<file path="src/rtl/drv_sup_pkg.sv">
package drv_sup_pkg;
  typedef enum logic {
    THERM_OK  = 1'b0,
    THERM_HOT = 1'b1
  } therm_state_e;
endpackage

</file>
<file path="src/rtl/drv_sup_sync.sv">
module drv_sup_sync #(
  parameter int WIDTH  = 1,
  parameter int STAGES = 2
) (
  input  logic             clk,
  input  logic             rst_n,
  input  logic [WIDTH-1:0] d,
  output logic [WIDTH-1:0] q
);
  logic [WIDTH-1:0] chain [STAGES];

  always_ff @(posedge clk or negedge rst_n) begin
    if (!rst_n) chain[0] <= '0;
    else        chain[0] <= d;
  end

  for (genvar s = 1; s < STAGES; s++) begin : g_stage
    always_ff @(posedge clk or negedge rst_n) begin
      if (!rst_n) chain[s] <= '0;
      else        chain[s] <= chain[s-1];
    end
  end

  assign q = chain[STAGES-1];
endmodule

</file>
<file path="src/rtl/drv_sup_wake.sv">
module drv_sup_wake #(
  parameter int WAKE_CYCLES = 300000
) (
  input  logic clk,
  input  logic rst_n,
  input  logic awake,
  output logic ready
);
  localparam int CW = $clog2(WAKE_CYCLES + 1);
  localparam logic [CW-1:0] LIMIT = CW'(WAKE_CYCLES);

  logic [CW-1:0] cnt_q;

  always_ff @(posedge clk or negedge rst_n) begin
    if (!rst_n)              cnt_q <= '0;
    else if (!awake)         cnt_q <= '0;
    else if (cnt_q != LIMIT) cnt_q <= cnt_q + 1'b1;
  end

  assign ready = (cnt_q == LIMIT);
endmodule

</file>
<file path="src/rtl/drv_sup_oc_filter.sv">
module drv_sup_oc_filter #(
  parameter int FILT = 4
) (
  input  logic clk,
  input  logic rst_n,
  input  logic clear,
  input  logic det,
  output logic hit
);
  localparam int CW = $clog2(FILT + 1);
  localparam logic [CW-1:0] LIMIT = CW'(FILT);

  logic [CW-1:0] run_q;

  always_ff @(posedge clk or negedge rst_n) begin
    if (!rst_n)              run_q <= '0;
    else if (clear || !det)  run_q <= '0;
    else if (run_q != LIMIT) run_q <= run_q + 1'b1;
  end

  assign hit = (run_q == LIMIT);
endmodule

</file>
<file path="src/rtl/drv_fault_supervisor.sv">
module drv_fault_supervisor
  import drv_sup_pkg::*;
#(
  parameter int NUM_BRIDGES = 2,
  parameter int SYNC_STAGES = 2,
  parameter int WAKE_CYCLES = 300000,
  parameter int OC_FILTER   = 4
) (
  input  logic                   clk,
  input  logic                   rst_n,
  input  logic                   sleep_n,
  input  logic                   tsd_over,
  input  logic                   tsd_under,
  input  logic [NUM_BRIDGES-1:0] oc_det,
  output logic [NUM_BRIDGES-1:0] bridge_en,
  output logic                   fault_oe,
  output logic                   ready
);
  localparam int RAW_W = NUM_BRIDGES + 3;

  logic [RAW_W-1:0]       raw_in;
  logic [RAW_W-1:0]       sync_out;
  logic                   sleep_sync_n;
  logic                   over_sync;
  logic                   under_sync;
  logic [NUM_BRIDGES-1:0] oc_sync;
  logic [NUM_BRIDGES-1:0] oc_hit;
  logic                   oc_latched_q;
  therm_state_e           therm_q;
  logic                   therm_hot;

  assign raw_in = {oc_det, tsd_under, tsd_over, sleep_n};

  drv_sup_sync #(.WIDTH(RAW_W), .STAGES(SYNC_STAGES)) u_sync (
    .clk  (clk),
    .rst_n(rst_n),
    .d    (raw_in),
    .q    (sync_out)
  );

  assign sleep_sync_n = sync_out[0];
  assign over_sync    = sync_out[1];
  assign under_sync   = sync_out[2];
  assign oc_sync      = sync_out[RAW_W-1:3];

  drv_sup_wake #(.WAKE_CYCLES(WAKE_CYCLES)) u_wake (
    .clk  (clk),
    .rst_n(rst_n),
    .awake(sleep_sync_n),
    .ready(ready)
  );

  for (genvar b = 0; b < NUM_BRIDGES; b++) begin : g_oc
    drv_sup_oc_filter #(.FILT(OC_FILTER)) u_filt (
      .clk  (clk),
      .rst_n(rst_n),
      .clear(!sleep_sync_n),
      .det  (oc_sync[b]),
      .hit  (oc_hit[b])
    );
  end

  // Overcurrent: sticky until sleep or power-on reset.
  always_ff @(posedge clk or negedge rst_n) begin
    if (!rst_n)             oc_latched_q <= 1'b0;
    else if (!sleep_sync_n) oc_latched_q <= 1'b0;
    else if (|oc_hit)       oc_latched_q <= 1'b1;
  end

  // Thermal: trip flag wins, release flag clears; sleep has no say.
  always_ff @(posedge clk or negedge rst_n) begin
    if (!rst_n)          therm_q <= THERM_OK;
    else if (over_sync)  therm_q <= THERM_HOT;
    else if (under_sync) therm_q <= THERM_OK;
  end

  assign therm_hot = (therm_q == THERM_HOT);
  assign fault_oe  = therm_hot | oc_latched_q;
  assign bridge_en = {NUM_BRIDGES{ready & ~fault_oe}};
endmodule

</file>
<file path="config.mk">
export PLATFORM = sky130hd
export DESIGN_NAME = drv_fault_supervisor
export DESIGN_NICKNAME = d
export VERILOG_FILES = /design/src/rtl/drv_sup_pkg.sv /design/src/rtl/drv_sup_sync.sv /design/src/rtl/drv_sup_wake.sv /design/src/rtl/drv_sup_oc_filter.sv /design/src/rtl/drv_fault_supervisor.sv
export SDC_FILE = /design/constraint.sdc
export NUM_CORES = 1
export LEC_CHECK = 0
export BUFFER_PORTS_ARGS = -buffer_cell sky130_fd_sc_hd__buf_2
export CAP_MARGIN = 20
export CORE_MARGIN = 2
export CORE_UTILIZATION = 60
export CTS_BUF_LIST = sky130_fd_sc_hd__clkbuf_2 sky130_fd_sc_hd__clkbuf_4 sky130_fd_sc_hd__clkbuf_8
export CTS_CLUSTER_DIAMETER = 150
export DETAILED_ROUTE_END_ITERATION = 6
export PLACE_DENSITY = 0.89
export SETUP_SLACK_MARGIN = 0.4
export SYNTH_ARGS = -nofsm -noshare
export SYNTH_HDL_FRONTEND = slang
export SYNTH_SLANG_ARGS = --single-unit
</file>
<file path="constraint.sdc">
create_clock -name clk -period 4.2 [get_ports clk]
set_clock_uncertainty 0.15 [all_clocks]
set_input_delay 0.84 -clock clk [delete_from_list [all_inputs] [get_ports clk]]
set_output_delay 0.84 -clock clk [all_outputs]
set_load 0.005 [all_outputs]
</file>
==> results.toml <==
[timing]
max_slew_margin = 0.467
hold_violations = 0
min_period_over_period = 0.771
setup_viol = 0
fin_setup_tns_ns = 0
fmax_mhz = 309
slew_violations = 0
grt_setup_unrepaired = "false"
hold_ws_ns = 0.214
finalCriticalPeriod_ns = 3.24
worstMarginPinSlew_ns = 0.800

[yosys]
synth_top_cell_area_share = 0.552
synth-seq-area-share = 0.552
netlist_area_um2 = 1680
synth_xor_area_frac = 0.0626
syn-mean-instance-area_um2 = 10.2
synth_largest_area_cell = "dfrtp_1"
synthCells = 164
ys_top_cells_by_area = "dfrtp_1 55%, xor2_1 4.7%, ha_1 4.5%"
synth_cell_type_count = 28
synthesis.nets = 177
synth_fa_ha_area_frac = 0.0447
muxShareOfSynthArea = 0
synth-compound-area-share = 0.0679
synth_seq_cells = 37
synth_top_family_by_area = "simple AND/OR/NAND/NOR gates"
synth-simple-area-share = 0.236
synth_warnings = 0

[power]
max-vdd-ir-drop_uv = 409
seq_power_share = 0.533
p_per_area_nw_per_um2 = 381
p_sw_mw = 0.141
finalPower_mw = 0.702
pwr-share-clk = 0.421
combPwrFrac = 0.046
p_leak_nw = 0.843
p_sw_frac = 0.200
internal-power_mw = 0.562

[routing]
drt_wl_total_um = 3110
routedWlPerCell_um = 14.9
drt_pass1_iterations = 4
viasPerCell = 5.88
vias = 1224
drc = 0
drtIter0Drc = 45
ant_nets = 0

[critical_path]
endpoint_kind = "output pin"
start_kind = "flop"
worst-path-stages = 6
path_max_fanout = 4
slowest_stage = "nor4bb_1"
reg2reg_from = "u_wake.cnt_q[0]"
crit_family = "simple AND/OR/NAND/NOR gates"
r2r_cells = 6
crit_path_start = "u_wake.cnt_q[0]"
slowest_delay_ns = 0.50
cp-endpoint = "bridge_en[1]"
crit_required_ns = 3.21
criticalPathCategory = "reg2out"
reg2reg_to = "u_wake.cnt_q[1]"
reg2reg_setup_slack_ns = 2.16
crit_buf_inv = 2
path_cells = "inv_1 -> ha_1 -> nor4bb_1 -> nand4_1 -> nor3_1 -> buf_2"
crit_arrival_ns = 2.25

[clock_network]
postCtsSetupBuffers = 0
ctsHoldBuffers = 0
path_clk_slew_ns = 0.11
cts_buffers = 5
clk_latency_ns = 0.33
cts_max_path_buffers = 2
cts_sinks = 37
root_buffer = "clkbuf_4"
cts_resized = 0
cts_tree = "built"
htreeDepth = 2

[global_route]
grt_pass1_wl_um = 5460
antenna_found_initial = 0
grt_max_degree = 38
grtUsageTotal = 0.221
overflow = 0
grt_pass1_vias = 1224

[final_layout]
area_growth_pct = 9.77
drive_gt1_frac = 0.119
finish.utilization = 0.680
layout.nets = 189
layout_commonest_cell = "dfrtp_1"
n_antenna_cell = 0
final_cell_mix = "37 x dfrtp_1, 19 x nor2_1, 14 x nand2_1"
stdcell_count = 208

[flow_run]
drv_cap = 0

[floorplanning]
die_y_um = 56.9
die_w_um = 56.9
num_rows = 19
initial_utilization = 0.619
dieArea_um2 = 3240
ios = 11
coreArea_um2 = 2710

[placed_design]
place_congestion = 0.772
dpl.cell_count = 200
io_buffers = 10
dp_hpwl_um = 2270

[hold_path]
hold_class = "reg2reg"

[run_status]
status = "finished clean"
## through the flow
step | area [um^2] | setup slack, ns
after floorplan | 1680 | 1.63
after global placement | 1740 | 1.63
after detailed placement | 1740 | 1.42
after CTS | 1840 | 1.03
after global routing | 1840 | 0.834
final | 1840 | 0.963
## area by class of cell
cell class              count  area [um^2]
clock buffers               5         37.5
well taps                  31         38.8
multi-input cells         113          691
flip-flops and latches     37          926
fillers                   192          868
inverters                   9         33.8
clock inverters             3         65.1
repair buffers             10         50.0
## sequential cells by signal, indices dropped and copies added, names as in the netlist
register	flops
u_sync.chain	5
g_oc.u_filt.run_q	6
therm_hot	1
oc_latched_q	1
u_sync.q	5
u_wake.cnt_q	19
## worst reg2reg max path, stage by stage (launching register included)
cell and delay [ns]:
dfrtp_1 0.43, inv_1 0.09, ha_1 0.14, nor4bb_1 0.50
nand4_1 0.29, o21ai_0 0.24, a21oi_1 0.09
## routing by layer
| layer | track usage | part of all wire | wire, um | up-vias |
|---|---|---|---|---|
| met5 | 0 | 0 | 0 | - |
| met4 | 0.0864 | 0.015 | 46 | 0 |
| met3 | 0.0622 | 0.035 | 109 | 8 |
| met2 | 0.363 | 0.52 | 1630 | 25 |
| met1 | 0.276 | 0.43 | 1320 | 607 |
| li1 | - | - | - | 584 |
## cells by family (layout without fill, tap and decap cells)
logic type,after synthesis,count (layout)
buffers and inverters,14,27
xor gates and xnor gates,12,12
and+or+nand+nor,73,73
DFF,37,37
AOI/OAI and AO/OA,22,22
adders and majority gates,6,6
## cell usage after synthesis
cell / number
nand4_2: 1
and3_1: 2
inv_1: 8
o21ai_0: 7
clkbuf_1: 2
nand3_1: 9
a21oi_1: 13
ha_1: 6
and4_1: 3
nand3b_1: 1
a31oi_1: 1
nor2_1: 19
nand4_1: 5
dfrtp_1: 37
or2_2: 1
nand4_4: 1
nor4bb_1: 2
or3_1: 7
and2_1: 2
xor2_1: 9
xnor2_1: 3
a21o_1: 1
clkinv_1: 1
buf_2: 1
nor4b_1: 1
buf_4: 2
nand2_1: 14
nor3_1: 5
## power groups by stage
stage | registers [mW] | clock network (mW) | logic, mW
detailed placement | 0.381 | 0 | 0.0328
CTS | 0.374 | 0.301 | 0.0329
finish | 0.375 | 0.296 | 0.0321
global placement | 0.380 | 0 | 0.0300
global route | 0.376 | 0.321 | 0.0365
floorplan | 0.379 | 0 | 0.0183
## worst min-delay path by stage
stage | start | end | slack, ns | depth (start not counted)
3_5_place_dp | u_sync.chain[9] | u_sync.q[4] | 0.19 | 0
4_1_cts | u_sync.chain[9] | u_sync.q[4] | 0.22 | 0
2_1_floorplan | u_sync.chain[5] | u_sync.q[0] | 0.18 | 0
6_report | u_sync.chain[9] | u_sync.q[4] | 0.21 | 0
3_3_place_gp | u_sync.chain[7] | u_sync.q[2] | 0.18 | 0
5_1_grt | u_sync.chain[9] | u_sync.q[4] | 0.22 | 0
Power figures use the tool's default switching activity.
